## src/rtl/pwm3_pkg.sv

```systemverilog
package pwm3_pkg;

    localparam int unsigned DATA_W    = 32;
    localparam int unsigned ADDR_W    = 8;
    localparam int unsigned CH_STRIDE = 4;
    localparam int unsigned PS_W      = 4;
    localparam int unsigned EV_W      = 3;

    // register group base offsets (software decodes these)
    localparam logic [ADDR_W-1:0] OFS_CLK = 8'h00;
    localparam logic [ADDR_W-1:0] OFS_CTL = 8'h0C;
    localparam logic [ADDR_W-1:0] OFS_VAL = 8'h18;
    localparam logic [ADDR_W-1:0] OFS_INT = 8'h24;
    localparam logic [ADDR_W-1:0] OFS_MAT = 8'h30;
    localparam logic [ADDR_W-1:0] OFS_STS = 8'h54;
    localparam logic [ADDR_W-1:0] OFS_IEN = 8'h60;

    localparam int unsigned CTL_CLR_BIT = 4;

    // clock-control word: bit5 source, bits4:1 exponent, bit0 prescale enable
    typedef struct packed {
        logic            src_alt;
        logic [PS_W-1:0] pscale;
        logic            pre_en;
    } clk_cfg_t;

    // counter-control fields
    typedef struct packed {
        logic pol;
        logic wave_off;
        logic match_en;
        logic intv_en;
        logic stop;
    } cnt_cfg_t;

    // event vector: bit2 overflow, bit1 match, bit0 interval wrap
    typedef struct packed {
        logic ovf;
        logic hit;
        logic wrap;
    } irq_ev_t;

    localparam cnt_cfg_t CTL_RST = '{pol: 1'b0, wave_off: 1'b1, match_en: 1'b0,
                                     intv_en: 1'b0, stop: 1'b1};

    function automatic logic [ADDR_W-1:0] slot_addr(logic [ADDR_W-1:0] base, int unsigned ch);
        return base + ADDR_W'(CH_STRIDE * ch);
    endfunction

    function automatic clk_cfg_t word_to_clk(logic [DATA_W-1:0] w);
        clk_cfg_t c;
        c.pre_en  = w[0];
        c.pscale  = w[PS_W:1];
        c.src_alt = w[PS_W+1];
        return c;
    endfunction

    function automatic cnt_cfg_t word_to_ctl(logic [DATA_W-1:0] w);
        cnt_cfg_t c;
        c.stop     = w[0];
        c.intv_en  = w[1];
        c.match_en = w[3];
        c.wave_off = w[5];
        c.pol      = w[6];
        return c;
    endfunction

    function automatic logic [DATA_W-1:0] ctl_to_word(cnt_cfg_t c);
        logic [DATA_W-1:0] w;
        w    = '0;
        w[0] = c.stop;
        w[1] = c.intv_en;
        w[3] = c.match_en;
        w[5] = c.wave_off;
        w[6] = c.pol;
        return w;
    endfunction

endpackage

```

## src/rtl/pwm3_prescale.sv

```systemverilog
module pwm3_prescale
    import pwm3_pkg::*;
#(
    parameter int unsigned EXP_W = PS_W
) (
    input  logic             clk,
    input  logic             rst,
    input  logic             run,
    input  logic             clr,
    input  logic             src_ev,
    input  logic             pre_en,
    input  logic [EXP_W-1:0] pscale,
    output logic             tick
);

    localparam int unsigned PRE_W = (2 ** EXP_W) + 1;

    logic [PRE_W-1:0] pre_cnt;
    logic [PRE_W-1:0] lim;
    logic             at_lim;

    assign lim    = (PRE_W'(1) << (int'(pscale) + 1)) - PRE_W'(1);
    assign at_lim = (pre_cnt == lim);
    assign tick   = src_ev && (!pre_en || at_lim);

    always_ff @(posedge clk) begin
        if (rst || clr || !run || !pre_en) begin
            pre_cnt <= '0;
        end else if (src_ev) begin
            pre_cnt <= at_lim ? '0 : pre_cnt + PRE_W'(1);
        end
    end

    AST_TICK_SPACED: assert property (@(posedge clk) disable iff (rst)
        (tick && pre_en && run && !clr) |=> (!tick || !pre_en));

endmodule

```

## src/rtl/pwm3_channel.sv

```systemverilog
module pwm3_channel
    import pwm3_pkg::*;
#(
    parameter int unsigned CNT_W = 16
) (
    input  logic             clk,
    input  logic             rst,
    input  clk_cfg_t         clk_cfg,
    input  cnt_cfg_t         cnt_cfg,
    input  logic             clr_cnt,
    input  logic [CNT_W-1:0] intv_val,
    input  logic [CNT_W-1:0] match_val,
    input  logic [EV_W-1:0]  ien,
    input  logic             sts_rd,
    input  logic             alt_ev,
    output logic [CNT_W-1:0] count,
    output logic [EV_W-1:0]  sts,
    output logic             wave
);

    logic    run;
    logic    src_ev;
    logic    tick;
    logic    adv;
    logic    raw;
    irq_ev_t ev;

    assign run    = !cnt_cfg.stop;
    assign src_ev = clk_cfg.src_alt ? alt_ev : 1'b1;

    pwm3_prescale #(.EXP_W(PS_W)) u_pre (
        .clk    (clk),
        .rst    (rst),
        .run    (run),
        .clr    (clr_cnt),
        .src_ev (src_ev),
        .pre_en (clk_cfg.pre_en),
        .pscale (clk_cfg.pscale),
        .tick   (tick)
    );

    assign adv     = tick && run;
    assign ev.wrap = adv && cnt_cfg.intv_en && (count >= intv_val);
    assign ev.ovf  = adv && !cnt_cfg.intv_en && (count == '1);
    assign ev.hit  = adv && cnt_cfg.match_en && (count == match_val);

    always_ff @(posedge clk) begin
        if (rst || clr_cnt) begin
            count <= '0;
        end else if (adv) begin
            count <= (ev.wrap || ev.ovf) ? '0 : count + CNT_W'(1);
        end
    end

    always_ff @(posedge clk) begin
        if (rst) begin
            sts <= '0;
        end else begin
            sts <= (sts & ~{EV_W{sts_rd}}) | (ev & ien);
        end
    end

    assign raw  = cnt_cfg.match_en && (count < match_val);
    assign wave = !cnt_cfg.wave_off && (raw ^ cnt_cfg.pol);

    AST_HOLD_STOPPED: assert property (@(posedge clk) disable iff (rst)
        (cnt_cfg.stop && !clr_cnt) |=> $stable(count));
    AST_CLEAR_ZERO: assert property (@(posedge clk) disable iff (rst)
        clr_cnt |=> (count == '0));
    AST_INTV_WRAP: assert property (@(posedge clk) disable iff (rst)
        (tick && run && cnt_cfg.intv_en && (count >= intv_val) && !clr_cnt) |=> (count == '0));

    for (genvar b = 0; b < EV_W; b++) begin : g_mask
        AST_FLAG_MASKED: assert property (@(posedge clk) disable iff (rst)
            $rose(sts[b]) |-> $past(ien[b]));
    end

endmodule

```

## src/rtl/pwm3_timer.sv

```systemverilog
module pwm3_timer
    import pwm3_pkg::*;
#(
    parameter int unsigned NCH   = 3,
    parameter int unsigned CNT_W = 16
) (
    input  logic              clk,
    input  logic              rst,
    input  logic              bus_sel,
    input  logic              bus_wr,
    input  logic [ADDR_W-1:0] bus_addr,
    input  logic [DATA_W-1:0] bus_wdata,
    output logic [DATA_W-1:0] bus_rdata,
    input  logic [NCH-1:0]    alt_tick_i,
    output logic [NCH-1:0]    wave_o,
    output logic              irq_o
);

    logic wr_stb;
    logic rd_stb;
    logic unused_wdata;

    assign wr_stb       = bus_sel && bus_wr;
    assign rd_stb       = bus_sel && !bus_wr;
    assign unused_wdata = ^bus_wdata;

    clk_cfg_t         clk_cfg_a [NCH];
    cnt_cfg_t         cnt_cfg_a [NCH];
    logic [CNT_W-1:0] intv_a    [NCH];
    logic [CNT_W-1:0] match_a   [NCH];
    logic [EV_W-1:0]  ien_a     [NCH];
    logic [CNT_W-1:0] count_a   [NCH];
    logic [EV_W-1:0]  sts_a     [NCH];

    for (genvar g = 0; g < NCH; g++) begin : g_ch
        logic             hit_clk, hit_ctl, hit_int, hit_mat, hit_sts, hit_ien;
        clk_cfg_t         clk_cfg_q;
        cnt_cfg_t         cnt_cfg_q;
        logic [CNT_W-1:0] intv_q;
        logic [CNT_W-1:0] match_q;
        logic [EV_W-1:0]  ien_q;
        logic             clr_cnt;
        logic             sts_rd;

        assign hit_clk = (bus_addr == slot_addr(OFS_CLK, g));
        assign hit_ctl = (bus_addr == slot_addr(OFS_CTL, g));
        assign hit_int = (bus_addr == slot_addr(OFS_INT, g));
        assign hit_mat = (bus_addr == slot_addr(OFS_MAT, g));
        assign hit_sts = (bus_addr == slot_addr(OFS_STS, g));
        assign hit_ien = (bus_addr == slot_addr(OFS_IEN, g));

        always_ff @(posedge clk) begin
            if (rst) begin
                clk_cfg_q <= '0;
                cnt_cfg_q <= CTL_RST;
                intv_q    <= '1;
                match_q   <= '0;
                ien_q     <= '0;
            end else if (wr_stb) begin
                if (hit_clk) clk_cfg_q <= word_to_clk(bus_wdata);
                if (hit_ctl) cnt_cfg_q <= word_to_ctl(bus_wdata);
                if (hit_int) intv_q    <= bus_wdata[CNT_W-1:0];
                if (hit_mat) match_q   <= bus_wdata[CNT_W-1:0];
                if (hit_ien) ien_q     <= bus_wdata[EV_W-1:0];
            end
        end

        assign clr_cnt = wr_stb && hit_ctl && bus_wdata[CTL_CLR_BIT];
        assign sts_rd  = rd_stb && hit_sts;

        pwm3_channel #(.CNT_W(CNT_W)) u_chan (
            .clk       (clk),
            .rst       (rst),
            .clk_cfg   (clk_cfg_q),
            .cnt_cfg   (cnt_cfg_q),
            .clr_cnt   (clr_cnt),
            .intv_val  (intv_q),
            .match_val (match_q),
            .ien       (ien_q),
            .sts_rd    (sts_rd),
            .alt_ev    (alt_tick_i[g]),
            .count     (count_a[g]),
            .sts       (sts_a[g]),
            .wave      (wave_o[g])
        );

        assign clk_cfg_a[g] = clk_cfg_q;
        assign cnt_cfg_a[g] = cnt_cfg_q;
        assign intv_a[g]    = intv_q;
        assign match_a[g]   = match_q;
        assign ien_a[g]     = ien_q;
    end

    logic [DATA_W-1:0] rd_mux;

    always_comb begin
        rd_mux = '0;
        for (int ch = 0; ch < NCH; ch++) begin
            if (bus_addr == slot_addr(OFS_CLK, ch)) rd_mux = DATA_W'(clk_cfg_a[ch]);
            if (bus_addr == slot_addr(OFS_CTL, ch)) rd_mux = ctl_to_word(cnt_cfg_a[ch]);
            if (bus_addr == slot_addr(OFS_VAL, ch)) rd_mux = DATA_W'(count_a[ch]);
            if (bus_addr == slot_addr(OFS_INT, ch)) rd_mux = DATA_W'(intv_a[ch]);
            if (bus_addr == slot_addr(OFS_MAT, ch)) rd_mux = DATA_W'(match_a[ch]);
            if (bus_addr == slot_addr(OFS_STS, ch)) rd_mux = DATA_W'(sts_a[ch]);
            if (bus_addr == slot_addr(OFS_IEN, ch)) rd_mux = DATA_W'(ien_a[ch]);
        end
    end

    always_ff @(posedge clk) begin
        if (rst) begin
            bus_rdata <= '0;
        end else if (rd_stb) begin
            bus_rdata <= rd_mux;
        end
    end

    always_comb begin
        irq_o = 1'b0;
        for (int ch = 0; ch < NCH; ch++) begin
            irq_o = irq_o | (|sts_a[ch]);
        end
    end

endmodule

```

## config.mk

```make
export PLATFORM = sky130hd
export DESIGN_NAME = pwm3_timer
export DESIGN_NICKNAME = d
export VERILOG_FILES = /design/src/rtl/pwm3_pkg.sv /design/src/rtl/pwm3_prescale.sv /design/src/rtl/pwm3_channel.sv /design/src/rtl/pwm3_timer.sv
export SDC_FILE = /design/constraint.sdc
export NUM_CORES = 1
export LEC_CHECK = 0
export BUFFER_PORTS_ARGS = -buffer_cell sky130_fd_sc_hd__buf_2
export CAP_MARGIN = 40
export CORE_MARGIN = 2
export CORE_UTILIZATION = 48
export CTS_BUF_LIST = sky130_fd_sc_hd__clkbuf_4
export CTS_CLUSTER_SIZE = 16
export DETAILED_ROUTE_END_ITERATION = 6
export GPL_TIMING_DRIVEN = 0
export PLACE_DENSITY_LB_ADDON = 0.1
export SETUP_SLACK_MARGIN = 0.05
export SLEW_MARGIN = 30
export SYNTH_ARGS = -nofsm -noshare
export SYNTH_HDL_FRONTEND = slang
export SYNTH_SLANG_ARGS = --single-unit
```

## constraint.sdc

```tcl
create_clock -name clk -period 4.3 [get_ports clk]
set_clock_uncertainty 0.2 [all_clocks]
set_input_delay 0.645 -clock clk [delete_from_list [all_inputs] [get_ports clk]]
set_output_delay 0.645 -clock clk [all_outputs]
set_load 0.005 [all_outputs]
```

After elaboration in Yosys (flattened, before gate mapping)
Index checks and enable logic that the tools add are counted.
{"block": "classes", "addsub": 12, "shift": 3, "mux": 30, "n_reduce_logical": 88, "magnitude_cmp": 6, "eq_ne": 29, "n_bitwise": 17}
{"op": "$mux W32", "count": 20}
{"op": "$shl A1 B32 Y17 const A", "count": 3}
{"op": "$eq A8 B6 Y1 const B", "count": 7}
{"op": "$add A17 B1 Y17 const B", "count": 3}
{"op": "$eq A17 B17 Y1", "count": 3}
{"op": "$mux W17", "count": 3}
{"op": "$sub A17 B2 Y17 const B", "count": 3}
{"op": "$add A16 B1 Y16 const B", "count": 3}
{"op": "$eq A16 B16 Y1", "count": 3}
{"op": "$eq A16 B16 Y1 const B", "count": 3}
{"op": "$eq A8 B7 Y1 const B", "count": 6}
{"op": "$ge A16 B16 Y1", "count": 3}
{"op": "$lt A16 B16 Y1", "count": 3}
{"op": "$mux W16", "count": 3}
{"op": "$logic_and A1 B1 Y1", "count": 41}
{"op": "$eq A8 B5 Y1 const B", "count": 4}
{"op": "$reduce_and A2 Y1", "count": 15}
{"op": "$and A3 B3 Y3", "count": 6}
{"op": "$eq A8 B4 Y1 const B", "count": 2}
{"op": "$add A4 B1 Y5 const B", "count": 3}
{"op": "$logic_or A1 B1 Y1", "count": 15}
{"op": "$logic_not A1 Y1", "count": 13}
{"op": "$not A3 Y3", "count": 3}
{"op": "$or A3 B3 Y3", "count": 3}
{"op": "other kinds (7)", "count": 14}
{"block": "word_totals", "in_bits": 47, "wordCells": 228, "output_inout_bits": 36, "regBits": 278}

Depth between registers and ports, before layout
{"block": "depth", "depth_word": 22, "mapped_depth": 17, "ltp_nobuf": 11}

By module
From an unflattened synthesis, not the netlist that was laid out.
{"block": "unflattened", "cells_unflattened": 2192, "area_unflattened_um2": 17269.1}
{"module": "pwm3_timer", "seq_area_each_um2": 3083.0, "cells_each": 1002, "area_per_inst_um2": 7902.6, "instances": 1}
{"module": "pwm3_prescale", "seq_area_each_um2": 340.3, "cells_each": 182, "area_per_inst_um2": 1363.8, "instances": 3}
{"module": "pwm3_channel at g_ch[0].u_chan ...", "seq_area_each_um2": 380.4, "cells_each": 214, "area_per_inst_um2": 1759.2, "instances": 2}
{"module": "pwm3_channel at g_ch[2].u_chan", "seq_area_each_um2": 380.4, "cells_each": 216, "area_per_inst_um2": 1756.7, "instances": 1}

Worst setup path before layout
OpenSTA, ideal clock, no wires.
{"block": "synth_path", "path_kind": "flip-flop to flip-flop", "from": "reg g_ch[2].clk_cfg_q, in the netlist clk_cfg_a[1]", "to": "reg g_ch[2].u_chan.count[11]", "path_buffers": 4, "path_stages_with_launch": 16, "arrival_time_ns": 3.345, "path_slack_ns": 0.684, "t_required_ns": 4.030, "synth_period_minus_slack_ns": 3.616, "setup_ns": 0.070, "path_cell_list": "dfxtp_1 > buf_2 > buf_4 > nor2_1 > nand2_1 > ha_1 > buf_4 > or3b_2 > a2bb2oi_1 > o22ai_1 > xor2_1 > nor4b_4 > a31oi_1 > buf_4 > or4_1 > a21oi_1"}
{"block": "synth_between", "elab_chain_len": 11, "elab_cells_between_ends": 13, "classes_between": "2 x add/sub; 1 x eq/ne; 1 x shift; 1 x mux; 8 x reduce/logical"}
{"element": "start: declaration", "line_no": "pwm3_timer.sv:37", "rtl": "clk_cfg_t clk_cfg_q;"}
{"element": "start signal: assignment", "line_no": "pwm3_timer.sv:60", "rtl": "if (hit_clk) clk_cfg_q <= word_to_clk(bus_wdata);"}
{"element": "$add A4 B1 Y5 (*)", "line_no": "pwm3_prescale.sv:22", "rtl": "assign lim = (PRE_W'(1) << (int'(pscale) + 1)) - PRE_W'(1);"}
{"element": "$shl A1 B32 Y17 (*)", "line_no": "pwm3_prescale.sv:22"}
{"element": "$sub A17 B2 Y17 (*)", "line_no": "pwm3_prescale.sv:22"}
{"element": "$eq A17 B17 Y1 (*)", "line_no": "pwm3_prescale.sv:23", "rtl": "assign at_lim = (pre_cnt == lim);"}
{"element": "$logic_or A1 B1 Y1 (*)", "line_no": "pwm3_prescale.sv:24", "rtl": "assign tick = src_ev && (!pre_en || at_lim);"}
{"element": "$logic_and A1 B1 Y1 (*)", "line_no": "pwm3_prescale.sv:24"}
{"element": "$logic_and A1 B1 Y1 (*)", "line_no": "pwm3_channel.sv:42", "rtl": "assign adv = tick && run;"}
{"element": "$logic_and A1 B1 Y1 (on tied branches) (2 in a row)", "line_no": "pwm3_channel.sv:43, pwm3_channel.sv:44"}
{"element": "$logic_or A1 B1 Y1", "line_no": "pwm3_channel.sv:51", "rtl": "count <= (ev.wrap || ev.ovf) ? '0 : count + CNT_W'(1);"}
{"element": "$mux W16", "line_no": "pwm3_channel.sv:51"}
{"element": "end signal: assignment", "line_no": "pwm3_channel.sv:51"}
{"element": "end: declaration", "line_no": "pwm3_channel.sv:16", "rtl": "output logic [CNT_W-1:0] count,"}
Every way passes the cells marked *; elsewhere a longest branch is shown, timed or not.
A chain may end at the register's enable or synchronous reset.

Worst setup path after layout
{"block": "layout_path", "from": "reg g_ch[1].u_chan.count[13]", "to": "out wave_o[1]"}
{"block": "layout_between", "elab_chain_len": 4}
{"element": "start: declaration", "line_no": "pwm3_channel.sv:16"}
{"element": "start signal: assignment", "line_no": "pwm3_channel.sv:51"}
{"element": "$lt A16 B16 Y1", "line_no": "pwm3_channel.sv:63", "rtl": "assign raw = cnt_cfg.match_en && (count < match_val);"}
{"element": "$logic_and A1 B1 Y1", "line_no": "pwm3_channel.sv:63"}
{"element": "$xor A1 B1 Y1", "line_no": "pwm3_channel.sv:64", "rtl": "assign wave = !cnt_cfg.wave_off && (raw ^ cnt_cfg.pol);"}
{"element": "$logic_and A1 B1 Y1", "line_no": "pwm3_channel.sv:64"}
{"element": "end: declaration", "line_no": "pwm3_timer.sv:15", "rtl": "output logic [NCH-1:0] wave_o,"}
No other way between the ends.

==> impl_metrics.yaml <==
layout:
  drive_gt1_frac: 0.116
  finalNetCount: 2523
  multi_input_area_sq_um: 10400
  fillCellCount: 3422
  regArea_sq_um: 5250
  syn2layout_area_growth_pct: 12.2
  mostFrequentLayoutCell: "nand2_1"
  final_cell_mix: "371 x nand2_1, 262 x dfxtp_1, 177 x a21oi_1, 160 x nor2_1, 125 x inv_1"
  postLayoutCoreUtil: 0.545
pwr:
  ir_worst_vdd_mv: 0.204
  powerDensity_nw_per_um2: 270
  p_leak_nw: 7.47
  swShare: 0.264
  power_frac_clock: 0.465
  p_comb_frac: 0.051
  p_switching_mw: 1.34
  seqPwrFrac: 0.484
  p_int_mw: 3.74
global_route:
  grt_overflow: 0
  met3_usage: 0.0502
  grt.busiest_layer: "met2"
  use_met1: 0.423
  grt_max_degree: 12
  antenna_found_initial: 2
  met2_usage: 0.521
  track_usage: 0.324
  grt_pass1_vias: 16100
  grt_pass1_wl_um: 91600
die:
  dieWidth_um: 191
  rows: 68
  die_area_sq_um: 36400
  die_y_um: 191
  start_util: 0.486
  ios: 83
  core_sq_um: 34500
detailed_routing:
  viasPerCell: 6.04
  vias: 17400
  ant_nets: 0
  drt_iter0_markers: 1715
  dr.pass1.iters: 6
  wire_per_inst_um: 20.6
  drc: 0
  wirelength_um: 59400
synthesis:
  ys_seq_area_frac: 0.313
  synth_cell_types: 89
  ys_warn_count: 0
  ys_ff_latch: 262
  synth.largest_area_cell: "dfxtp_1"
  ys.flop_type: "dfxtp_1"
  syn_area_sq_um: 16800
  avgSynthCellArea_sq_um: 7.58
  synth_area_leaders: "dfxtp_1 31%, nand2_1 8.3%, ha_1 7.8%, a21oi_1 5.3%, nor2_1 3.6%"
  synthArstFlopShare: 0
  yosys.area.top_type_share: 0.313
  syn_inst: 2209
  synth_enable_flop_cells: 0
clocking:
  clkSinkCount: 262
  path_clk_slew_ps: 70
  cts_tree: "built"
  cts_made_buffers: 77
  htreeDepth: 3
  clock_path_buffers: 3
  clk_latency_ps: 790
  cts-root-buf: "clkbuf_4"
placement:
  portBuffers: 45
  place_hpwl_um: 44800
  routabilityCongestion: 0.983
setup_path:
  path_common_cell: "nor2_1"
  critPathMaxFanout: 7
  crit_arrival_ps: 3260
  crit_buf_inv: 2
  path_cells: "ha_1 > nand4_1 > nor2_1 > and3_1 > o21ai_0 > a21o_1 > a31oi_1 > xor2_1 > nor2_1 > buf_4 > buf_2"
  cpMaxStageDelayCell: "dfxtp_1"
  cp.required_ps: 3450
  crit_family: "simple AND/OR/NAND/NOR gates"
  slowest_delay_ps: 570
  critPathCaptureType: "output port"
  crit_path_start_kind: "register"
  crit_type: "register to output port"
timing:
  fmax_mhz: 244
  whs_ps: 15.4
  timing_hold_violations_final: 0
  slew_violations: 0
  slew_headroom: 0.394
  max_slew.worst_pin.slew_ps: 910
  tns_ps: 0
  fin_crit_sh: 0.954
  fin_crit_ps: 4100
  setup_viol: 0
  rsz0062_at_grt: "false"
hold_path:
  hp-class: "input pin to register"
run_status:
  status: "completed"
job:
  cap_violations: 0
synth_stat cells (13+ instances only):
cell and count:
a22oi_1 34, buf_4 32, nor3_1 35, nand3_1 96, a211oi_1 17, xor2_1 38, a21o_1 22, and2_1 18
nor2b_1 22, dfxtp_1 262, nor4_1 14, a31oi_1 23, xnor2_1 35, o21a_1 15, mux2i_1 13, or4_1 20
nand2b_1 19, and3_1 35, nand4_1 34, o31ai_1 18, buf_2 21, o22ai_1 21, nand3b_1 52, inv_1 125
clkbuf_1 92, o21ai_0 70, ha_1 105, nor2_1 161, nand2_1 371, a21oi_1 177
power groups by stage:
stage	Combinational (mW)	Sequential (mW)	Clock [mW]
after floorplan	0.137	2.50	0
after global placement	0.236	2.51	0
after detailed placement	0.241	2.51	0
after CTS	0.251	2.45	2.40
after global routing	0.276	2.45	2.52
final	0.260	2.45	2.36
sequential cells by signal, indices dropped and copies added (netlist names):
register / flops
clk_cfg_a: 18
bus_rdata: 16
cnt_cfg_a: 15
g_ch.intv_q: 48
g_ch.u_chan.u_pre.pre_cnt: 51
g_ch.match_q: 48
g_ch.u_chan.count: 48
g_ch.ien_q: 9
g_ch.u_chan.sts: 9
metrics by stage:
step                      area [sq um]  cells  setup WS, ps  total power [mW]
after floorplan                  16800   2226           684              2.64
after global routing             18800   2876          52.9              5.25
after CTS                        18700   2869          82.1              5.11
after global placement           17600   2726          14.1              2.74
after detailed placement         17600   2729          19.1              2.75
final                            18800   2878           197              5.08
per-layer routing:
metal	share of wire	vias to the layer above
li1	-	8213
met1	0.42	8143
met2	0.45	838
met3	0.079	191
met4	0.050	0
met5	0	-
area by class of cell:
class                      count  share of cell area
sequential                   262               0.279
tap                          455              0.0303
clock buffer                 109              0.0435
buffer                       151              0.0400
antenna                        5            0.000666
clock inverter                17             0.00553
timing repair buffer          67              0.0220
inverter                     126              0.0252
multi-input combinational   1686               0.554
cell families after synthesis:
kind of cell | after synthesis | synth area share
AO/OA/AOI/OAI | 523 | 0.204
buffers and inverters | 278 | 0.0733
XOR/XNOR | 73 | 0.0382
other | 2 | 0.000448
multiplexers | 13 | 0.00777
flip-flops | 262 | 0.313
AND/OR/NAND/NOR | 952 | 0.284
adder cells (fa/ha/maj) | 106 | 0.0790
worst min-delay path, stage by stage:
cell and delay, ps:
buf_2 170, nand3_1 90, a21oi_1 50
what timing repair did:
| item | 4_1_cts | 5_1_grt |
|---|---|---|
| hold buffers | 14 | 0 |
| pin swaps | 1 | 2 |
| endpoints found under the setup margin | 3 | 45 |
| resized for setup | 0 | 10 |
| buffers inserted | 0 | 4 |
| hold endpoints to repair | 62 | 0 |
final timing paths:
path                                               start  cells past startpoint                        to  slack [ps]
worst max-delay path            g_ch[1].u_chan.count[13]                     11                 wave_o[1]         200
worst min-delay path                        bus_wdata[1]                      3          g_ch[0].ien_q[1]          20
worst max register to register              clk_cfg_a[7]                     14  g_ch[1].u_chan.count[13]         240
worst min register to register             bus_rdata[10]                      2             bus_rdata[10]         250
(Power assumes the default switching activity.)
